===== src/rtl/irqc_pkg.sv =====
package irqc_pkg;
  localparam int unsigned BANK_STRIDE = 24;
  localparam int unsigned OFF_W       = 5;

  localparam logic [OFF_W-1:0] OFF_STAT = 5'h00;
  localparam logic [OFF_W-1:0] OFF_EN   = 5'h04;
  localparam logic [OFF_W-1:0] OFF_SET  = 5'h08;
  localparam logic [OFF_W-1:0] OFF_CLR  = 5'h0C;
  localparam logic [OFF_W-1:0] OFF_POL  = 5'h10;
  localparam logic [OFF_W-1:0] OFF_EDGE = 5'h14;

  function automatic logic off_legal(input logic [OFF_W-1:0] o);
    return (o == OFF_STAT) || (o == OFF_EN) || (o == OFF_SET) ||
           (o == OFF_CLR) || (o == OFF_POL) || (o == OFF_EDGE);
  endfunction
endpackage


===== src/rtl/irqc_sync.sv =====
module irqc_sync #(
  parameter int unsigned W      = 32,
  parameter int unsigned STAGES = 2
) (
  input  logic         clk,
  input  logic         rst,
  input  logic [W-1:0] din,
  output logic [W-1:0] dout
);
  logic [W-1:0] stg [STAGES];

  for (genvar s = 0; s < STAGES; s++) begin : g_stage
    if (s == 0) begin : g_first
      always_ff @(posedge clk) begin
        if (rst) stg[0] <= '0;
        else     stg[0] <= din;
      end
    end else begin : g_next
      always_ff @(posedge clk) begin
        if (rst) stg[s] <= '0;
        else     stg[s] <= stg[s-1];
      end
    end
  end

  assign dout = stg[STAGES-1];
endmodule


===== src/rtl/irqc_bank.sv =====
module irqc_bank
  import irqc_pkg::*;
#(
  parameter int unsigned W = 32
) (
  input  logic             clk,
  input  logic             rst,
  input  logic [W-1:0]     src_sync,
  input  logic             wr_en,
  input  logic [OFF_W-1:0] wr_off,
  input  logic [W-1:0]     wr_data,
  output logic [W-1:0]     stat_q,
  output logic [W-1:0]     en_q,
  output logic [W-1:0]     pol_q,
  output logic [W-1:0]     edg_q
);
  logic [W-1:0] prev_q;
  logic [W-1:0] rise, fall, hit, lvl;
  logic [W-1:0] set_m, clr_m, stat_nxt;

  always_comb begin
    rise     = src_sync & ~prev_q;
    fall     = ~src_sync & prev_q;
    hit      = ((rise & pol_q) | (fall & ~pol_q)) & edg_q;
    lvl      = ~(src_sync ^ pol_q);
    set_m    = (wr_en && wr_off == OFF_SET) ? (wr_data & edg_q) : '0;
    clr_m    = (wr_en && wr_off == OFF_CLR) ? (wr_data & edg_q) : '0;
    // a fresh edge outranks a clear on the same bit
    stat_nxt = (((stat_q & ~clr_m) | set_m | hit) & edg_q) | (lvl & ~edg_q);
  end

  always_ff @(posedge clk) begin
    if (rst) begin
      prev_q <= '0;
      stat_q <= '0;
      en_q   <= '0;
      pol_q  <= '1;
      edg_q  <= '0;
    end else begin
      prev_q <= src_sync;
      stat_q <= stat_nxt;
      if (wr_en && wr_off == OFF_EN)   en_q  <= wr_data;
      if (wr_en && wr_off == OFF_POL)  pol_q <= wr_data;
      if (wr_en && wr_off == OFF_EDGE) edg_q <= wr_data;
    end
  end
endmodule


===== src/rtl/irqc_prio.sv =====
module irqc_prio #(
  parameter int unsigned W     = 32,
  parameter int unsigned IDX_W = $clog2(W)
) (
  input  logic [W-1:0]     vec,
  output logic [IDX_W-1:0] idx,
  output logic             any
);
  always_comb begin
    idx = '0;
    any = |vec;
    for (int i = W - 1; i >= 0; i--) begin
      if (vec[i]) idx = IDX_W'(i);
    end
  end
endmodule


===== src/rtl/irq_bank_ctrl.sv =====
module irq_bank_ctrl
  import irqc_pkg::*;
#(
  parameter int unsigned NUM_BANKS   = 5,
  parameter int unsigned SRC_W       = 32,
  parameter int unsigned ADDR_W      = 8,
  parameter int unsigned SYNC_STAGES = 2
) (
  input  logic                                 clk,
  input  logic                                 rst,
  input  logic [ADDR_W-1:0]                    bus_addr,
  input  logic [SRC_W-1:0]                     bus_wdata,
  input  logic                                 bus_we,
  input  logic                                 bus_rd_en,
  output logic [SRC_W-1:0]                     bus_rdata,
  input  logic [NUM_BANKS*SRC_W-1:0]           irq_src,
  output logic [NUM_BANKS-1:0]                 irq_out,
  output logic [NUM_BANKS-1:0]                 irq_vld,
  output logic [NUM_BANKS*$clog2(SRC_W)-1:0]   irq_idx
);
  localparam int unsigned IDX_W  = $clog2(SRC_W);
  localparam int unsigned BANK_W = (NUM_BANKS > 1) ? $clog2(NUM_BANKS) : 1;

  logic              dec_hit;
  logic [BANK_W-1:0] dec_bank;
  logic [OFF_W-1:0]  dec_off;
  logic              dec_ok;

  logic [SRC_W-1:0] stat_arr [NUM_BANKS];
  logic [SRC_W-1:0] en_arr   [NUM_BANKS];
  logic [SRC_W-1:0] pol_arr  [NUM_BANKS];
  logic [SRC_W-1:0] edg_arr  [NUM_BANKS];
  logic [NUM_BANKS*SRC_W-1:0] pend_flat;
  logic [SRC_W-1:0] rd_val;

  always_comb begin
    dec_hit  = 1'b0;
    dec_bank = '0;
    dec_off  = '0;
    for (int b = 0; b < NUM_BANKS; b++) begin
      if (int'(bus_addr) >= b * BANK_STRIDE &&
          int'(bus_addr) < (b + 1) * BANK_STRIDE) begin
        dec_hit  = 1'b1;
        dec_bank = BANK_W'(b);
        dec_off  = OFF_W'(int'(bus_addr) - b * BANK_STRIDE);
      end
    end
    dec_ok = dec_hit && off_legal(dec_off);
  end

  for (genvar b = 0; b < NUM_BANKS; b++) begin : g_bank
    logic [SRC_W-1:0] src_s;
    logic             wr_b;
    logic [IDX_W-1:0] idx_c;
    logic             any_c;

    assign wr_b = bus_we && dec_ok && (dec_bank == BANK_W'(b));

    irqc_sync #(.W(SRC_W), .STAGES(SYNC_STAGES)) u_sync (
      .clk (clk),
      .rst (rst),
      .din (irq_src[b*SRC_W +: SRC_W]),
      .dout(src_s)
    );

    irqc_bank #(.W(SRC_W)) u_bank (
      .clk     (clk),
      .rst     (rst),
      .src_sync(src_s),
      .wr_en   (wr_b),
      .wr_off  (dec_off),
      .wr_data (bus_wdata),
      .stat_q  (stat_arr[b]),
      .en_q    (en_arr[b]),
      .pol_q   (pol_arr[b]),
      .edg_q   (edg_arr[b])
    );

    assign pend_flat[b*SRC_W +: SRC_W] = stat_arr[b] & en_arr[b];

    irqc_prio #(.W(SRC_W), .IDX_W(IDX_W)) u_prio (
      .vec(pend_flat[b*SRC_W +: SRC_W]),
      .idx(idx_c),
      .any(any_c)
    );

    always_ff @(posedge clk) begin
      if (rst) begin
        irq_out[b]                  <= 1'b0;
        irq_vld[b]                  <= 1'b0;
        irq_idx[b*IDX_W +: IDX_W]   <= '0;
      end else begin
        irq_out[b]                  <= |pend_flat[b*SRC_W +: SRC_W];
        irq_vld[b]                  <= any_c;
        irq_idx[b*IDX_W +: IDX_W]   <= idx_c;
      end
    end
  end

  always_comb begin
    rd_val = '0;
    if (dec_ok) begin
      case (dec_off)
        OFF_STAT: rd_val = stat_arr[dec_bank];
        OFF_EN:   rd_val = en_arr[dec_bank];
        OFF_POL:  rd_val = pol_arr[dec_bank];
        OFF_EDGE: rd_val = edg_arr[dec_bank];
        default:  rd_val = '0;
      endcase
    end
  end

  always_ff @(posedge clk) begin
    if (rst)            bus_rdata <= '0;
    else if (bus_rd_en) bus_rdata <= rd_val;
  end
endmodule


===== config.mk =====
export PLATFORM = sky130hd
export DESIGN_NAME = irq_bank_ctrl
export DESIGN_NICKNAME = d
export VERILOG_FILES = /design/src/rtl/irqc_pkg.sv /design/src/rtl/irqc_sync.sv /design/src/rtl/irqc_bank.sv /design/src/rtl/irqc_prio.sv /design/src/rtl/irq_bank_ctrl.sv
export SDC_FILE = /design/constraint.sdc
export NUM_CORES = 2
export LEC_CHECK = 0
export ABC_AREA = 1
export BUFFER_PORTS_ARGS = -buffer_cell sky130_fd_sc_hd__buf_2
export CORE_MARGIN = 2
export CORE_UTILIZATION = 55
export DETAILED_ROUTE_END_ITERATION = 7
export PLACE_DENSITY = 0.8
export SYNTH_ARGS = -nofsm -noshare
export SYNTH_HDL_FRONTEND = slang
export SYNTH_SLANG_ARGS = --single-unit

===== constraint.sdc =====
create_clock -name clk -period 2.4 [get_ports clk]
set_input_delay 0.12 -clock clk [delete_from_list [all_inputs] [get_ports clk]]
set_output_delay 0.12 -clock clk [all_outputs]
set_load 0.01 [all_outputs]

==> reports/results.txt <==
TritonCTS created 119 clock buffers. The synthesized area divided by synthesized cell count came out at 6.925 sq um. The chip height is 308.7 microns. The total power of the final layout is 44.55 mW. The tools report the via total after detailed routing as 52840. The starting density of the core was 0.5563.

Entering global routing, the biggest net connects 153 pins. In the post-synthesis netlist, the biggest area contributors are sky130_fd_sc_hd__dfxtp_1, sky130_fd_sc_hd__nand2_1, sky130_fd_sc_hd__o21ai_0, sky130_fd_sc_hd__nor2_1, sky130_fd_sc_hd__inv_1. The fraction of the mapped netlist area in compound gates came out at 0.2184. Synthesis inferred 1182 register bits. The run gives 180.7 mm as the post-detailed-routing wire length. Dividing total power by cell area gives a power density of 718.0 nW/um^2. The cell that appears most often on the critical path is sky130_fd_sc_hd__nand2_1.

The final reports fail on negative setup slack. The run gives 0.3646 as the all-layer global routing usage. The remaining global-route overflow is 0, and the XOR/XNOR share of the synthesized area is 0. The area of the core is 91800 sq um, and the count of boundary I/O pins is 271.

The first global-routing pass estimated 270.4 mm of wire. On the worst path, the slowest cell contributes a delay of 340 ps. The analysis attributes to cell leakage a power of 28.05 nW. The horizontal die dimension works out to 308.7 microns.

In the synthesized netlist, the number of instances is 7374. The average detailed-routed wire length per instance works out to 19.70 microns. The worst setup path is captured at a register. The critical hold path startpoint is irq_src[78]. The fraction of final layout cells with drive strength greater than 1 was 0.1163. In this run the critical register-to-register path is launched from g_bank[0].u_bank.stat_q[31]. Clock-pin slew was measured on the worst setup and hold paths at 60 ps.

For the synthesized netlist net count, the log shows 7580. STA classifies the critical path startpoint as a register. The logs give 7733 for the count of routing violations after the opening detailed-route iteration and 8034 for the net total in the final layout. The number of buffer cells added on primary ports came out at 270.

The residual DRC count was 0. The headroom to the max-slew limit was 0.4691; the final critical path time including I/O delays and setup was 2454 ps. The netlist uses 42 different library cells. Setup repair after global routing could not meet its margin everywhere.

The portion of synthesized cell area occupied by the leading cell type is 0.4634. In this design, the largest share of critical-path delay is due to simple AND/OR/NAND/NOR gates. The run finished, with violations left.

The simple-gate area share of the yosys netlist came out at 0.2182. The slew at the pin closest to its max-slew limit is 796.4 ps. The placed instances occupy a cell area of 55570 sq um. The placed wire-length estimate after detailed placement was 122.9 mm.

The slowest stage of the critical path belongs to the cell sky130_fd_sc_hd__dfxtp_2. Data arrives at the worst endpoint at 3070 ps. The via density per instance is 5.761, and the via count of the first global-routing pass is 47810.

Across the routed clock network, the largest skew measured is 31.20 ps. TritonCTS built the clock tree. At the later pin of the worst-skew pair, clock insertion delay measures 740 ps.

The pre-antenna-repair detailed-routing pass consisted of 7 iterations. CTS saw 1182 sinks. The maximum buffer depth of the clock tree was 3. The cell at the root of the clock tree is sky130_fd_sc_hd__clkbuf_16. With fillers left out, the area of the finished cells amounts to 62050 sq um. The count of pins over their slew limit is 0, and the number of max-capacitance violations reported is 0. The area growth from synthesis to layout is 21.50%.

On the final layout, the worst hold slack is 114.0 ps. Setup violations remaining at the end of the flow were counted as 4. Hold violation count in the final report: 0.

The main combinational cell family by area after synthesis was compound AO/OA/AOI/OAI gates. The run gives 7 as the number of antenna violations at the first check in global routing. The logs give 3 for the number of levels in the clock H-tree and 1.028 for the routability congestion estimate.

The worst setup path is of the reg2reg kind. During synthesis, Yosys emitted a total of 0 warnings. Across the VDD grid, the largest voltage drop is 0.6295 mV. Setup total negative slack on the finished layout was measured at -72.84 ps. The share of synthesized cell area in full adder, half adder and majority cells is 0.0004900, and the mux cell area share after synthesis is 0. The required time at the endpoint of the critical path was 3020 ps; the number of buffer and inverter stages on the critical path was 1. The floorplan step defined a die boundary enclosing 95300 sq um.

Of all nets on the critical path, the largest fanout is 2. The number of placement rows is 111, and the top achievable clock speed is 0.4075 GHz. The synthesized design spends more area on one cell type than any other, namely sky130_fd_sc_hd__dfxtp_1. The min-delay analysis places its worst path in the category in2reg. The period utilization works out to 1.022. The logs give 0.4634 for the register area share after synthesis and 51070 sq um for the area of the mapped netlist.

The run gives 0 as the residual antenna-violating net count after detailed routing. The launch point of the worst path is g_bank[0].u_bank.stat_q[31]. The run gives -53.90 ps as the post-layout worst setup margin.
-- Yosys cell counts --
master                      instances
sky130_fd_sc_hd__o21ai_0          952
sky130_fd_sc_hd__nand2_2            4
sky130_fd_sc_hd__nand3_2            2
sky130_fd_sc_hd__nor2_2             6
sky130_fd_sc_hd__o2111ai_1         83
sky130_fd_sc_hd__o21ai_1           54
sky130_fd_sc_hd__o31ai_1           68
sky130_fd_sc_hd__a21boi_0           4
sky130_fd_sc_hd__o41ai_2            1
sky130_fd_sc_hd__or2_2             21
sky130_fd_sc_hd__nor3b_1            2
sky130_fd_sc_hd__buf_4              6
sky130_fd_sc_hd__o211ai_1          78
sky130_fd_sc_hd__clkbuf_1         372
sky130_fd_sc_hd__a21oi_1          558
sky130_fd_sc_hd__ha_1               2
sky130_fd_sc_hd__o21a_1             4
sky130_fd_sc_hd__a41oi_1            8
sky130_fd_sc_hd__a32o_1             1
sky130_fd_sc_hd__o311a_1            3
sky130_fd_sc_hd__nand4_1           34
sky130_fd_sc_hd__clkinv_1           3
sky130_fd_sc_hd__a211oi_1          37
sky130_fd_sc_hd__a31oi_1          152
sky130_fd_sc_hd__o21bai_1           1
sky130_fd_sc_hd__inv_2             12
sky130_fd_sc_hd__nor3_1             9
sky130_fd_sc_hd__inv_1            843
sky130_fd_sc_hd__a211o_1            2
sky130_fd_sc_hd__buf_2             62
sky130_fd_sc_hd__nor2_1          1211
sky130_fd_sc_hd__buf_1             26
sky130_fd_sc_hd__clkbuf_2           2
sky130_fd_sc_hd__o41ai_1            1
sky130_fd_sc_hd__a22o_1             1
sky130_fd_sc_hd__nor2_4             4
sky130_fd_sc_hd__o22ai_1            6
sky130_fd_sc_hd__nand2_1         1385
sky130_fd_sc_hd__nand3_1          170
sky130_fd_sc_hd__nor3_4             1
sky130_fd_sc_hd__o221ai_1           1
sky130_fd_sc_hd__dfxtp_1         1182
-- layout make-up --
class,count,area [sq um]
fillers,7490,29760
clock inverters,60,875.8
repair buffers,801,6779
diodes,3,7.507
multi-input cells,4866,22560
clock buffers,159,3359
well taps,1243,1555
inverters,858,3228
flip-flops and latches,1182,23680
-- state kept, by name, indices dropped and copies added, names as in the netlist --
register and cells:
bus_rdata 32, irq_idx 25, g_bank.u_bank.en_q 160, irq_vld 5, g_bank.u_bank.edg_q 160, g_bank.u_sync.stg 320
g_bank.u_bank.stat_q 160, g_bank.u_bank.prev_q 160, g_bank.u_bank.pol_q 160
-- final timing paths --
path / endpoint / slack, ps / cells after the start
worst min-delay path: g_bank[2].u_sync.stg[0][14] / 110 / 4
worst min register to register: g_bank[3].u_sync.stg[1][16] / 380 / 2
worst max register to register: irq_idx[0] / -50 / 32
worst max-delay path: irq_idx[0] / -50 / 32
-- through the flow --
step	setup WS (ps)	cells	utilization
CTS	-37.84	9162	0.6730
finish	-53.90	9172	0.6759
detailed placement	-619.1	8750	0.6053
global route	-250.8	9170	0.6758
global placement	-546.1	8750	0.6053
floorplan	5.195	7374	-
-- kinds of logic after synthesis --
kind of cell / count (synthesis)
simple gates: 2849
compound gates: 2015
buf+inv: 1326
flops: 1182
fa+ha+maj: 2
-- where the power goes --
| part | leakage, nW | switching [mW] | total, mW | internal (mW) |
|---|---|---|---|---|
| sequential | 9.63 | 0.294 | 20.3 | 20.0 |
| combinational | 16.4 | 2.66 | 4.11 | 1.45 |
| clock | 2.07 | 8.23 | 20.1 | 11.9 |
| total | 28.1 | 11.2 | 44.6 | 33.4 |
-- metal layers --
metal  GRT usage  vias up  wire length, microns  part of all wire
met5           0        -                    42           0.00023
met4      0.1385        8                  6655             0.037
met3      0.1444      476                 29590              0.16
met2      0.5213     3451                 73390              0.41
met1      0.4923    24090                 70980              0.39
li1            -    24820                     -                 -
-- timing repair --
| action | in CTS | in global routing |
|---|---|---|
| endpoints found under the hold margin | 591 | 0 |
| gates resized for setup | 15 | 60 |
| setup endpoints to repair | 5 | 322 |
| hold buffers | 194 | 0 |
| buffers inserted | 1 | 6 |
| gates cloned | 0 | 2 |
| pin swaps | 8 | 22 |
-- layout by cell type, fill, tap and decap left out, drive strengths merged --
| master | count |
|---|---|
| nor2 | 1221 |
| a211o | 2 |
| dfxtp | 1182 |
| o221ai | 1 |
| o21ai | 1006 |
| o31ai | 68 |
| o41ai | 2 |
| a211oi | 37 |
| dlygate4sd3 | 194 |
| bufinv | 19 |
| clkinv | 30 |
| clkbuf | 161 |
| o21a | 4 |
| a41oi | 8 |
| o311a | 3 |
| nand4 | 34 |
| a21oi | 558 |
| o211ai | 78 |
| or2 | 21 |
| nand3 | 172 |
| a21boi | 4 |
| inv | 862 |
| nor3b | 2 |
| nor3 | 10 |
| ha | 2 |
| nand2 | 1389 |
| diode | 3 |
| o21bai | 1 |
| clkinvlp | 7 |
| a32o | 1 |
| o2111ai | 83 |
| o22ai | 6 |
| a31oi | 152 |
| buf | 605 |
| a22o | 1 |
-- worst register-to-register path: cells and delay by family (launching register included) --
family,cells,cell delay [ps]
DFF,1,340
and+or+nand+nor,30,1720
buffers and inverters,1,60
AOI/OAI and AO/OA,1,240
Note: power is estimated with default switching activity, not from simulation.
